### src/rtl/melody_pkg.sv
package melody_pkg;
  localparam int NUM_NOTES = 7;
  localparam int SONG_LEN  = 14;
  localparam int DUR_W     = 4;

  typedef enum logic [2:0] {
    NOTE_DO, NOTE_RE, NOTE_MI, NOTE_FA, NOTE_SO, NOTE_LA, NOTE_TI
  } note_e;

  typedef struct packed {
    logic             rest;
    note_e            note;
    logic [DUR_W-1:0] beats;
  } song_entry_t;

  function automatic song_entry_t mk(logic r, note_e n, int unsigned b);
    return '{rest: r, note: n, beats: DUR_W'(b)};
  endfunction

  function automatic song_entry_t song_at(int unsigned idx);
    case (idx)
      0, 1, 7, 8: return mk(1'b0, NOTE_DO, 1);
      2, 9:       return mk(1'b0, NOTE_RE, 2);
      3, 10:      return mk(1'b0, NOTE_DO, 2);
      4:          return mk(1'b0, NOTE_FA, 2);
      5:          return mk(1'b0, NOTE_MI, 4);
      11:         return mk(1'b0, NOTE_SO, 2);
      12:         return mk(1'b0, NOTE_FA, 4);
      default:    return mk(1'b1, NOTE_DO, 2);
    endcase
  endfunction
endpackage

### src/rtl/note_tone_bank.sv
module note_tone_bank
  import melody_pkg::*;
#(
  parameter int unsigned HALF_WRAP [NUM_NOTES] = '{191112, 170261, 151685, 143172, 127552, 113635, 101238},
  parameter int          CNT_W = 18
) (
  input  logic                 clk_i,
  input  logic                 rst_ni,
  output logic [NUM_NOTES-1:0] tone_o
);
  for (genvar g = 0; g < NUM_NOTES; g++) begin : g_note
    localparam logic [CNT_W-1:0] WRAP = CNT_W'(HALF_WRAP[g]);
    logic [CNT_W-1:0] cnt_q;
    logic             tone_q;
    always_ff @(posedge clk_i or negedge rst_ni) begin
      if (!rst_ni) begin
        cnt_q  <= '0;
        tone_q <= 1'b0;
      end else begin
        cnt_q <= (cnt_q == WRAP) ? '0 : cnt_q + 1'b1;
        if (cnt_q == '0) tone_q <= ~tone_q;
      end
    end
    assign tone_o[g] = tone_q;
  end
endmodule

### src/rtl/sample_shifter.sv
module sample_shifter #(
  parameter int SAMPLE_WRAP = 417,
  parameter int SAMPLE_W    = 12
) (
  input  logic                clk_i,
  input  logic                rst_ni,
  input  logic                tone_i,
  output logic                tick_o,
  output logic [SAMPLE_W-1:0] word_o
);
  localparam int DIV_W = $clog2(SAMPLE_WRAP + 1);
  localparam logic [DIV_W-1:0] WRAP = DIV_W'(SAMPLE_WRAP);

  logic [DIV_W-1:0] div_q;
  logic             sclk_q;

  // rising edge of the divided sampling clock
  assign tick_o = (div_q == '0) && !sclk_q;

  always_ff @(posedge clk_i or negedge rst_ni) begin
    if (!rst_ni) begin
      div_q  <= '0;
      sclk_q <= 1'b0;
      word_o <= '0;
    end else begin
      div_q <= (div_q == WRAP) ? '0 : div_q + 1'b1;
      if (div_q == '0) sclk_q <= ~sclk_q;
      if (tick_o) word_o <= {word_o[SAMPLE_W-2:0], tone_i};
    end
  end
endmodule

### src/rtl/song_sequencer.sv
module song_sequencer
  import melody_pkg::*;
#(
  parameter int BEAT_CYCLES = 25_000_000,
  parameter int GAP_CYCLES  = 2_000_000
) (
  input  logic                        clk_i,
  input  logic                        rst_ni,
  input  logic                        en_i,
  output logic [2:0]                  note_o,
  output logic                        sound_o,
  output logic                        gap_o,
  output logic [$clog2(SONG_LEN)-1:0] idx_o
);
  localparam int IDX_W  = $clog2(SONG_LEN);
  localparam int T_MAX  = (BEAT_CYCLES > GAP_CYCLES) ? BEAT_CYCLES : GAP_CYCLES;
  localparam int TICK_W = $clog2(T_MAX + 1);
  localparam logic [TICK_W-1:0] BEAT_END = TICK_W'(BEAT_CYCLES - 1);
  localparam logic [TICK_W-1:0] GAP_END  = TICK_W'(GAP_CYCLES - 1);
  localparam logic [IDX_W-1:0]  LAST_IDX = IDX_W'(SONG_LEN - 1);

  logic [IDX_W-1:0]  idx_q;
  logic [TICK_W-1:0] tick_q;
  logic [DUR_W-1:0]  beat_q;
  logic              gap_q;
  song_entry_t       cur;

  assign cur = song_at(32'(idx_q));

  always_ff @(posedge clk_i or negedge rst_ni) begin
    if (!rst_ni) begin
      idx_q  <= '0;
      tick_q <= '0;
      beat_q <= '0;
      gap_q  <= 1'b0;
    end else if (!en_i) begin
      idx_q  <= '0;
      tick_q <= '0;
      beat_q <= '0;
      gap_q  <= 1'b0;
    end else if (gap_q) begin
      if (tick_q == GAP_END) begin
        tick_q <= '0;
        gap_q  <= 1'b0;
        idx_q  <= (idx_q == LAST_IDX) ? '0 : idx_q + 1'b1;
      end else begin
        tick_q <= tick_q + 1'b1;
      end
    end else if (tick_q == BEAT_END) begin
      tick_q <= '0;
      if (beat_q == cur.beats - 1'b1) begin
        beat_q <= '0;
        gap_q  <= 1'b1;
      end else begin
        beat_q <= beat_q + 1'b1;
      end
    end else begin
      tick_q <= tick_q + 1'b1;
    end
  end

  assign note_o  = cur.note;
  assign sound_o = !gap_q && !cur.rest;
  assign gap_o   = gap_q;
  assign idx_o   = idx_q;
endmodule

### src/rtl/melody_player.sv
module melody_player
  import melody_pkg::*;
#(
  parameter int unsigned HALF_WRAP [NUM_NOTES] = '{191112, 170261, 151685, 143172, 127552, 113635, 101238},
  parameter int          CNT_W       = 18,
  parameter int          SAMPLE_WRAP = 417,
  parameter int          SAMPLE_W    = 12,
  parameter int          BEAT_CYCLES = 25_000_000,
  parameter int          GAP_CYCLES  = 2_000_000
) (
  input  logic                 clk_i,
  input  logic                 rst_ni,
  input  logic [NUM_NOTES-1:0] note_sw_i,
  input  logic                 melody_en_i,
  input  logic                 cs_i,
  output logic                 tone_o,
  output logic [SAMPLE_W-1:0]  music_o
);
  localparam int IDX_W = $clog2(SONG_LEN);

  logic [NUM_NOTES-1:0] tones;
  logic [7:0]           tone_pad;
  logic [2:0]           seq_note;
  logic                 seq_sound, seq_gap;
  logic [IDX_W-1:0]     seq_idx;
  logic                 man_tone, mel_tone;
  logic                 samp_tick;
  logic [SAMPLE_W-1:0]  word;
  logic [1:0]           cs_q;
  logic                 cs_load;

  note_tone_bank #(.HALF_WRAP(HALF_WRAP), .CNT_W(CNT_W)) u_tones (
    .clk_i(clk_i), .rst_ni(rst_ni), .tone_o(tones)
  );

  song_sequencer #(.BEAT_CYCLES(BEAT_CYCLES), .GAP_CYCLES(GAP_CYCLES)) u_seq (
    .clk_i(clk_i), .rst_ni(rst_ni), .en_i(melody_en_i),
    .note_o(seq_note), .sound_o(seq_sound), .gap_o(seq_gap), .idx_o(seq_idx)
  );

  assign tone_pad = 8'(tones);
  assign mel_tone = seq_sound & tone_pad[seq_note];

  // lowest index wins
  always_comb begin
    man_tone = 1'b0;
    for (int i = NUM_NOTES - 1; i >= 0; i--)
      if (note_sw_i[i]) man_tone = tones[i];
  end

  assign tone_o = melody_en_i ? mel_tone : man_tone;

  sample_shifter #(.SAMPLE_WRAP(SAMPLE_WRAP), .SAMPLE_W(SAMPLE_W)) u_samp (
    .clk_i(clk_i), .rst_ni(rst_ni), .tone_i(tone_o), .tick_o(samp_tick), .word_o(word)
  );

  assign cs_load = cs_q[0] && !cs_q[1];

  always_ff @(posedge clk_i or negedge rst_ni) begin
    if (!rst_ni) begin
      cs_q    <= '0;
      music_o <= '0;
    end else begin
      cs_q <= {cs_q[0], cs_i};
      if (cs_load) music_o <= word;
    end
  end
endmodule

### config.mk
export PLATFORM = sky130hd
export DESIGN_NAME = melody_player
export DESIGN_NICKNAME = d
export VERILOG_FILES = /design/src/rtl/melody_pkg.sv /design/src/rtl/note_tone_bank.sv /design/src/rtl/sample_shifter.sv /design/src/rtl/song_sequencer.sv /design/src/rtl/melody_player.sv
export SDC_FILE = /design/constraint.sdc
export NUM_CORES = 1
export LEC_CHECK = 0
export BUFFER_PORTS_ARGS = -buffer_cell sky130_fd_sc_hd__buf_2
export CORE_UTILIZATION = 30
export DETAILED_ROUTE_END_ITERATION = 7
export GPL_TIMING_DRIVEN = 1
export MAX_ROUTING_LAYER = met4
export PLACE_DENSITY = 0.55
export SLEW_MARGIN = 20
export SYNTH_ARGS = -nofsm -noshare
export SYNTH_HDL_FRONTEND = slang
export SYNTH_HIERARCHICAL = 1
export SYNTH_SLANG_ARGS = --single-unit
### constraint.sdc
create_clock -name clk_i -period 2.9 [get_ports clk_i]
set_clock_uncertainty 0.1 [all_clocks]
set_input_delay 0 -clock clk_i [delete_from_list [all_inputs] [get_ports clk_i]]
set_output_delay 0 -clock clk_i [all_outputs]
set_load 0.02 [all_outputs]
==> results by group, run 1 <==
Run status
  – Status: finished clean

Worst setup path
  – Worst setup startpoint: u_seq/idx_o[1]$_DFFE_PN0P_
  – Startpoint Class: flop
  – Critical path data arrival time: about 2.6 ns
  – Worst Path Buf+Inv: 1
  – Reg2reg start: u_seq/tick_q[7]$_DFF_PN0_
  – CP top delay family: compound AO/OA/AOI/OAI gates
  – Crit-path slowest cell: dfrtp_1
  – Worst-path fanout max: 12
  – Worst Path Class, Setup: reg2out
  – CP endpoint kind: output pin
  – Critical Path, Cell by Cell: nand2_1 -> o21ai_0 -> o21a_1 -> mux4_2 -> o2111ai_1 -> o211ai_1 -> buf_2
  – Largest stage delay, worst path: approximately 0.52 ns
  – Critical Path RT: 2.80 ns

STA
  – Slew Viols, Final: 0
  – Final Hold Fails: 0
  – Hold WS: 0.02590 ns
  – RSZ-0062 raised after global routing: no
  – Final period utilization: between 90% and 100%
  – Final worst setup slack: around 0.25 ns
  – Slew @ Worst Pin: 0.8988 ns
  – Maximum clock frequency: ~380 MHz
  – Setup violators final: 0
  – Relative slew slack: around 40%
  – Setup TNS: 0 ns
  – Tmin final: ~2.7 ns

Logic synthesis
  – EDFF count, synth: 0
  – Fraction of registers with async set or reset after synthesis: between 90% and 100%
  – Sequential cell area fraction in the yosys report: 50.60%
  – Syn Inst Count: between 900 and 1000
  – Yosys warns: 6
  – Synth unique cells: between 60 and 70
  – Syn Area/Cell: between 10 and 15 um2
  – Synth Register Bits: just over 200
  – Post-Syn Area: around 10000 um2
  – Net count after synthesis: between 1000 and 1500
  – Synth Flop Type: dfrtp_1

Finish
  – Post-layout util: between 30% and 40%
  – Most common cell after layout, fill and taps aside: dfrtp_1
  – Total Nets Final: around 1000
  – Fin cells: ~1500
  – Area Growth Syn to Fin: 15.54%
  – Most frequent cells in the layout: dfrtp_1, nor2_1, xnor2_1
  – Layout cells sized above 1: 12.04%
  – Fillers: approximately 3300

Floorplanning
  – Initial Utilization: a little under a third
  – # rows: 66
  – Die Wd: ~180 um
  – Core Footprint: around 33000 um2
  – Die ar.: around 34000 um2
  – Die Height: approximately 180 um
  – # IOs: 24

Clock tree
  – CTS tree: built
  – Worst-skew pair later-pin latency: between 0.5 and 0.6 ns
  – Root Driver: clkbuf_16
  – Max Buffers Root-to-Sink: 3
  – H-tree Lvls: 1
  – CTS buffer count: 22
  – Clock Sinks: between 200 and 250
  – Worst-path clk slew: ~0.07 ns

Run
  – Max-cap violations: 0

Global routing
  – GRT Util Overall: about an eighth
  – GRT overflow: 0
  – Largest net degree at the start of global routing: 80
  – Vias in the first global route: around 6800
  – Initial antenna violation count: 2
  – First-pass GRT wire length: approximately 34 mm

Power and ir drop
  – Leakage power: ~5.0 nW
  – P per Cell Area: approximately 530 nW/um2
  – Worst IR drop on VDD: 0.3768 mV

Detailed routing
  – WL final: 19.24 mm
  – Wirelength per Cell: ~13 um
  – Via count: 6998
  – Iteration-0 DRC Markers: approximately 400
  – DRC viols: 0
  – Via/cell ratio: roughly 4.8
  – Drt pass-1 iters: 5
  – Post-DRT Antenna Nets: 0

Placement
  – Routability cong.: between 0.8 and 0.9
  – Placed instance count: 1417
  – DP Wirelength: 12.93 mm
  – IO Port Bufs: 23
  – Pre-CTS WS: 0.4761 ns

Hold path
  – HP Start: note_sw_i[5]
  – Worst Hold Class: in2reg
-- metrics by stage --
step / cell area [um2] / power [W]
after global routing: 11600 / 0.006389
after floorplan: 10040 / 0.002926
after detailed placement: 10670 / 0.003017
final: 11600 / 0.006151
after CTS: 11580 / 0.006265
after global placement: 10670 / 0.003015
-- worst reg2reg max path, delay by kind of cell, from the launching register on --
kind	cells	cell delay, ns
buffers and inverters	1	0.24
DFF	1	0.42
and+or+nand+nor	5	1.48
-- sequential cells by signal, summed over array words and instances, names as in the netlist --
register / count
u_tones/g_note.cnt_q: 126
u_seq/tick_q: 25
music_o: 12
u_samp/word_o: 12
u_samp/div_q: 9
u_tones/g_note.tone_q: 7
u_seq/beat_q: 4
u_seq/idx_o: 4
cs_q: 2
u_samp/sclk_q: 1
u_seq/gap_o: 1
-- logic make-up (layout without fill, tap and decap cells) --
family,after synthesis,in the layout,share of synthesized area [%]
fa+ha+maj,23,23,2.867
simple gates,465,465,24.89
flops,203,203,50.60
other cells,0,2,0
mux,27,27,3.415
buf+inv,62,116,2.817
compound gates,47,47,3.104
xor+xnor,141,141,12.30
-- path summary, 6_finish.rpt --
kind | end | slack (ns) | cells after the start
max in group asynchronous | u_seq/idx_o[0]$_DFFE_PN0P_ | 0.60 | 4
hold / removal | u_samp/word_o[0]$_DFFE_PN0P_ | 0.03 | 6
setup reg to reg | u_seq/tick_q[9]$_DFF_PN0_ | 0.53 | 6
hold reg to reg | cs_q[1]$_DFF_PN0_ | 0.28 | 0
setup / recovery | tone_o | 0.25 | 7
min in group asynchronous | u_tones/g_note[1].cnt_q[6]$_DFF_PN0_ | 0.44 | 3
-- synth_stat cells, types with 16 or more instances --
| cell | instances | area share [%] |
|---|---|---|
| dfrtp_1 | 203 | 51 |
| nor2_1 | 131 | 4.9 |
| xnor2_1 | 86 | 7.5 |
| nand3_1 | 59 | 2.9 |
| nand2_1 | 58 | 2.2 |
| xor2_1 | 55 | 4.8 |
| nand4_1 | 50 | 3.1 |
| nor4_1 | 38 | 2.4 |
| inv_1 | 32 | 1.2 |
| nor3_1 | 29 | 1.4 |
| ha_1 | 23 | 2.9 |
| clkbuf_1 | 16 | 0.60 |
| mux2_2 | 16 | 1.8 |
-- power by group --
group	leakage, nW	total [W]	internal (W)	switching (W)
registers	2.67	0.00285	0.00284	0.00000684
clock network	0.407	0.00318	0.00207	0.00111
logic	1.97	0.000119	0.0000337	0.0000856
total	5.05	0.00615	0.00495	0.00121
-- per-layer routing --
layer  wire, um  GRT usage [%]  part of all wire, %  vias to the layer above
met5          0              -                    0                        -
met4        423          3.438                  2.2                        0
met3        778          2.143                  4.0                       36
li1           -              -                    -                     3467
met2       8656          18.39                   45                      103
met1       9383          16.72                   49                     3392
-- cell type report --
cell class	count	area (um2)	area share, %
Timing Repair Buffer	46	327.8	2.826
Inverter	32	120.1	1.036
Tap cell	442	553.0	4.768
Antenna cell	2	5.005	0.04315
Clock buffer	29	638.1	5.502
Sequential cell	203	5081	43.81
Clock inverter	9	197.7	1.704
Multi-Input combinational cell	703	4676	40.31
-- repair_timing --
action / 4_1_cts / 5_1_grt
resized for setup: 0 / 1
setup buffers: 0 / 2
endpoints found under the setup margin: 0 / 1
hold buffers: 7 / 0
endpoints found under the hold margin: 215 / 0
Power figures use the tool's default switching activity.
==> run 2: changes to the inputs <==
- ABC_AREA: not set -> 1
- PLACE_DENSITY: 0.55 -> 0.44
==> results by group, run 2 <==
Global routing
  – Vias in the first global route: 9400 (+37%)
  – First-pass GRT wire length: 47.30 mm (+39%)
  – GRT Util Overall: 14.19% (+2.0 points)
  – Initial antenna violation count: 1 (-1)
  – GRT overflow: 0 (unchanged)
  – Largest net degree at the start of global routing: 68 (-15%)

STA
  – Final worst setup slack: 0.2449 ns (-0.004574 ns)
  – Setup violators final: 0 (unchanged)
  – Tmin final: 2.655 ns (+0.004574 ns)
  – Final Hold Fails: 0 (unchanged)
  – RSZ-0062 raised after global routing: no
  – Maximum clock frequency: 376.6 MHz (-0.17%)
  – Relative slew slack: 61.80% (+22 points)
  – Hold WS: 0.2984 ns (+0.2725 ns)
  – Slew @ Worst Pin: 0.5723 ns (-0.3265 ns)
  – Final period utilization: 91.56% (+0.16 points)
  – Slew Viols, Final: 0 (unchanged)
  – Setup TNS: 0 ns (unchanged)

Detailed routing
  – DRC viols: 0 (unchanged)
  – WL final: 27.75 mm (+44%)
  – Via/cell ratio: 4.445 (-6.9%)
  – Drt pass-1 iters: 7 (+2)
  – Wirelength per Cell: 12.37 um (-5.8%)
  – Iteration-0 DRC Markers: 572 (+41%)
  – Post-DRT Antenna Nets: 0 (unchanged)
  – Via count: 9975 (+43%)

Placement
  – DP Wirelength: 20.19 mm (+56%)
  – Routability cong.: 0.9074 (+10%)
  – Pre-CTS WS: 0.7655 ns (+0.2894 ns)
  – IO Port Bufs: 23 (unchanged)
  – DP Area: 12780 um2 (+20%)

Worst setup path
  – Startpoint Class: flop
  – Worst-path fanout max: 6 (-6)
  – Critical path data arrival time: 2.56 ns (about the same)
  – Critical Path RT: 2.80 ns (about the same)
  – Worst Path Class, Setup: reg2out
  – CP endpoint kind: output pin

Finish
  – Top reg by flops: u_tones/g_note.cnt_q
  – Layout cells sized above 1: 9.721% (-2.3 points)
  – Top flop regs: u_tones/g_note.cnt_q x126, u_seq/tick_q x25
  – Fillers: 4221 (+27%)
  – Max FFs per register: 126 (unchanged)
  – Most frequent cells in the layout: nand2_1, nor2_1, inv_1
  – Total Nets Final: 1732 (+66%)
  – Final Cell Area: 13880 um2 (+20%)
  – Post-layout util: 34.87% (-0.60 points)
  – Most common cell after layout, fill and taps aside: nand2_1
  – Area Growth Syn to Fin: 14.34%

Floorplanning
  – Initial Utilization: 30.49% (-0.21 points)
  – Die Height: 203.2 um (+9.9%)
  – # IOs: 24 (unchanged)
  – Die ar.: 41280 um2 (+21%)
  – # rows: 73 (+11%)
  – Core Footprint: 39820 um2 (+22%)
  – Die Wd: 203.2 um (+9.9%)

Run
  – Max-cap violations: 0 (unchanged)

Clock tree
  – CTS tree: built
  – Worst-skew pair later-pin latency: 0.55 ns (+0.04 ns)
  – Hold Buf Count CTS: 8 (+1)
  – CTS buffer count: 27 (+23%)
  – Clock Sinks: 203 (unchanged)
  – Max Buffers Root-to-Sink: 3 (unchanged)
  – H-tree Lvls: 1 (unchanged)
  – Setup bufs post-CTS: 0 (unchanged)
  – Worst-path clk slew: 0.06 ns (about the same)
  – Root Driver: clkbuf_16
  – CTS resizes: 0 (unchanged)

Logic synthesis
  – Yosys warns: 6 (unchanged)
  – Post-Syn Area: 12140 um2 (+21%)
  – Net count after synthesis: 1692 (+69%)
  – Syn Inst Count: 1658 (+71%)
  – Syn Area/Cell: 7.324 um2 (-29%)

Hold path
  – Worst Hold Class: reg2reg

Power and ir drop
  – P per Cell Area: 489.9 nW/um2 (-7.6%)
  – Worst IR drop on VDD: 0.3775 mV (+0.19%)
  – Leakage power: 6.773 nW (+34%)

Run status
  – Status: finished clean
==> run 2: where the power goes <==
| part | total [W] | internal [W] | switching, W |
|---|---|---|---|
| registers | 0.00286 | 0.00285 | 0.0000130 |
| logic | 0.000197 | 0.0000604 | 0.000136 |
| clock network | 0.00375 | 0.00245 | 0.00130 |
| total | 0.00680 | 0.00535 | 0.00145 |
==> run 2: path summary, 6_finish.rpt <==
check,from,endpoint,slack (ns),cells past startpoint
worst max-delay path,u_seq/idx_o[3]$_DFFE_PN0P_,tone_o,0.24,11
worst min-delay path,cs_q[0]$_DFF_PN0_,cs_q[1]$_DFF_PN0_,0.30,0
worst max register to register,u_seq/idx_o[3]$_DFFE_PN0P_,u_samp/word_o[0]$_DFFE_PN0P_,0.74,11
worst min register to register,cs_q[0]$_DFF_PN0_,cs_q[1]$_DFF_PN0_,0.30,0
max in group asynchronous,rst_ni,u_tones/g_note[5].cnt_q[12]$_DFF_PN0_,1.85,4
min in group asynchronous,rst_ni,u_samp/div_q[4]$_DFF_PN0_,0.53,4
==> run 2: per-layer routing <==
layer / global-route usage [%] / vias to the layer above / part of all wire (%)
li1: - / 5216 / -
met1: 19.25 / 4573 / 50
met2: 21.95 / 147 / 44
met3: 2.285 / 39 / 3.6
met4: 3.679 / 0 / 2.5
met5: - / - / 0
==> run 2: per-stage QoR <==
stage	power (W)	instances
final	0.006802	2244
after global routing	0.007090	2244
after CTS	0.006975	2243
after detailed placement	0.003102	2186
after global placement	0.003100	2186
after floorplan	0.003000	1658
==> run 2: final cells by class <==
cell class                      instances  area [um2]  share of cell area, %
Inverter                              249       934.6                  6.732
Timing Repair Buffer                   35       277.8                  2.001
Tap cell                              525       656.9                  4.731
Antenna cell                            1       2.502                0.01802
Clock buffer                           35       755.7                  5.443
Multi-Input combinational cell       1182        5926                  42.68
Clock inverter                         14       251.5                  1.811
Sequential cell                       203        5080                  36.59
==> run 2: critical path: stages, from the launching register on <==
cell and delay, ns:
dfrtp_1 0.44, nand2_1 0.17, o22ai_1 0.20, nor2_1 0.06, a21oi_1 0.29, inv_1 0.12
nand2_1 0.09, o211ai_1 0.08, nand3_1 0.08, o2111ai_1 0.10, nand2_1 0.18, buf_2 0.20
==> run 3: changes to the inputs <==
- REMOVE_ABC_BUFFERS: not set -> 1
==> results by group, run 3 (same netlist as run 2, synthesis figures left out) <==
Clock tree
  – Max Buffers Root-to-Sink: 3 (unchanged)
  – Worst-skew pair later-pin latency: 0.54 ns (about the same)
  – CTS buffer count: 27 (unchanged)
  – Setup bufs post-CTS: 0 (unchanged)
  – CTS tree: built
  – Root Driver: clkbuf_16
  – CTS resizes: 0 (unchanged)
  – Worst-path clk slew: 0.06 ns (about the same)
  – Clock Sinks: 203 (unchanged)
  – H-tree Lvls: 1 (unchanged)

Detailed routing
  – Via/cell ratio: 4.437 (-0.19%)
  – Drt pass-1 iters: 5 (-2)
  – Post-DRT Antenna Nets: 0 (unchanged)
  – DRC viols: 0 (unchanged)
  – Via count: 9943 (-0.32%)
  – Wirelength per Cell: 12.39 um (+0.14%)
  – Iteration-0 DRC Markers: 508 (-11%)
  – WL final: 27.76 mm (about the same)

Run
  – Max-cap violations: 0 (unchanged)

Finish
  – Top reg by flops: u_tones/g_note.cnt_q
  – Max FFs per register: 126 (unchanged)
  – Top flop regs: u_tones/g_note.cnt_q x126, u_seq/tick_q x25
  – Area Growth Syn to Fin: 13.14%
  – Fin cells: 2241 (-0.13%)
  – Layout cells sized above 1: 9.393% (-0.33 points)
  – Most common cell after layout, fill and taps aside: nand2_1
  – Total Nets Final: 1731 (-0.058%)
  – Most frequent cells in the layout: nand2_1, nor2_1, inv_1

Global routing
  – Vias in the first global route: 9636 (+2.5%)
  – Initial antenna violation count: 2 (+1)
  – GRT overflow: 0 (unchanged)
  – GRT Util Overall: 14.22% (+0.023 points)
  – First-pass GRT wire length: 47.43 mm (+0.28%)
  – Largest net degree at the start of global routing: 77 (+13%)

Power and ir drop
  – Combinational group share of total power: 3.1% (+0.2 points)
  – P_sw: 0.001410 W (-2.6%)
  – Sw frac: 22.25% (+0.96 points)
  – Clock network fraction of design power: 51.8% (-3.3 points)
  – Reg power frac: 45.1% (+3.1 points)
  – Worst IR drop on VDD: 0.3762 mV (-0.36%)
  – Leakage power: 6.700 nW (-1.1%)
  – Int Power: 0.004928 W (-7.9%)
  – P per Cell Area: 461.4 nW/um2 (-5.8%)

Worst setup path
  – Critical Path, Cell by Cell: nand2_1 -> o22ai_1 -> nor2_1 -> a21oi_1 -> inv_1 -> nand2_1 -> o211ai_1 -> nand3_1 -> o2111ai_1 -> nand2_1 -> buf_2
  – Critical path data arrival time: 2.46 ns (-0.10 ns)
  – Critical Path RT: 2.80 ns (about the same)
  – Worst Path Buf+Inv: 2 (unchanged)
  – R2r setup slk: 0.82 ns (+0.08 ns)
  – Worst Path Class, Setup: reg2out
  – CP most frequent cell: nand2_1
  – Worst-path fanout max: 6 (unchanged)
  – Startpoint Class: flop
  – CP endpoint kind: output pin
  – Crit-path slowest cell: dfrtp_1
  – Largest stage delay, worst path: 0.42 ns (-0.02 ns)
  – CP top delay family: compound AO/OA/AOI/OAI gates

STA
  – Maximum clock frequency: 390.4 MHz (+3.6%)
  – Final Hold Fails: 0 (unchanged)
  – Setup violators final: 0 (unchanged)
  – Relative slew slack: 56.38% (-5.4 points)
  – Final period utilization: 88.34% (-3.2 points)
  – Slew @ Worst Pin: 0.6542 ns (+0.08190 ns)
  – Setup TNS: 0 ns (unchanged)
  – RSZ-0062 raised after global routing: no
  – Slew Viols, Final: 0 (unchanged)
  – Tmin final: 2.562 ns (-0.09332 ns)

Floorplanning
  – # IOs: 24 (unchanged)
  – # rows: 73 (unchanged)
  – Die Wd: 203.2 um (unchanged)
  – Die ar.: 41280 um2 (unchanged)
  – Die Height: 203.2 um (unchanged)
  – Core Footprint: 39820 um2 (unchanged)
  – Initial Utilization: 30.49% (unchanged)

Placement
  – IO Port Bufs: 23 (unchanged)
  – Placed instance count: 2186 (unchanged)
  – Routability cong.: 0.8981 (-1.0%)
  – DP Wirelength: 20.52 mm (+1.7%)

Hold path
  – Worst Hold Class: reg2reg

Run status
  – Status: finished clean
run 3: worst register-to-register path, cell delays in order (launching register included):
cell and delay [ns]:
dfrtp_1 0.42, nand2_1 0.17, o22ai_1 0.19, nor2_1 0.06
a21oi_1 0.27, inv_1 0.12, o211ai_1 0.18, nand3_1 0.09
o2111ai_1 0.08, nand2_1 0.13, nand3_1 0.10, nand2_1 0.06
run 3: final timing paths:
path                                             from                              endpoint  cells after the start
setup / recovery           u_seq/idx_o[3]$_DFFE_PN0P_                                tone_o                     11
min in group asynchronous                      rst_ni             u_seq/tick_q[6]$_DFF_PN0_                      3
max in group asynchronous                      rst_ni  u_tones/g_note[6].cnt_q[2]$_DFF_PN0_                      4
hold / removal                      cs_q[0]$_DFF_PN0_                     cs_q[1]$_DFF_PN0_                      0
setup reg to reg           u_seq/idx_o[3]$_DFFE_PN0P_          u_samp/word_o[0]$_DFFE_PN0P_                     11
hold reg to reg                     cs_q[0]$_DFF_PN0_                     cs_q[1]$_DFF_PN0_                      0
run 3: metal layers:
| metal | up-vias | GRT usage, % | wire length (um) |
|---|---|---|---|
| li1 | 5215 | - | - |
| met4 | 0 | 3.383 | 580 |
| met2 | 165 | 22.94 | 12600 |
| met3 | 38 | 2.413 | 1170 |
| met5 | - | - | 0 |
| met1 | 4525 | 18.52 | 13410 |
run 3: layout make-up:
class | instances | area [um2]
diodes | 2 | 5.005
clock inverters | 8 | 96.34
repair buffers | 34 | 262.8
multi-input cells | 1182 | 5926
fillers | 4339 | 26090
clock buffers | 38 | 777.0
inverters | 249 | 934.6
flip-flops and latches | 203 | 5080
well taps | 525 | 656.9
run 3: per-stage QoR:
step	setup slack (ns)	utilization (%)	instance area, um2	total power (W)	hold WS, ns
global route	0.1401	34.50	13740	0.006626	0.3206
CTS	0.2623	34.49	13730	0.006497	0.3051
finish	0.3382	34.50	13740	0.006338	0.2986
floorplan	0.9595	-	11940	0.002989	-0.3956
global placement	0.8927	32.12	12790	0.003103	-0.04502
detailed placement	0.8203	32.12	12790	0.003104	-0.03830
run 3: power groups by stage:
stage / logic, W / registers, W / clock network (W)
after global routing: 0.000224 / 0.00286 / 0.00354
after global placement: 0.000195 / 0.00291 / 0
after floorplan: 0.0000796 / 0.00291 / 0
after detailed placement: 0.000195 / 0.00291 / 0
after CTS: 0.000203 / 0.00286 / 0.00344
final: 0.000194 / 0.00286 / 0.00329
run 3: what timing repair did:
| item | 4_1_cts | 5_1_grt |
|---|---|---|
| endpoints found under the setup margin | 0 | 0 |
| hold endpoints to repair | 219 | 0 |
| hold buffers | 7 | 0 |
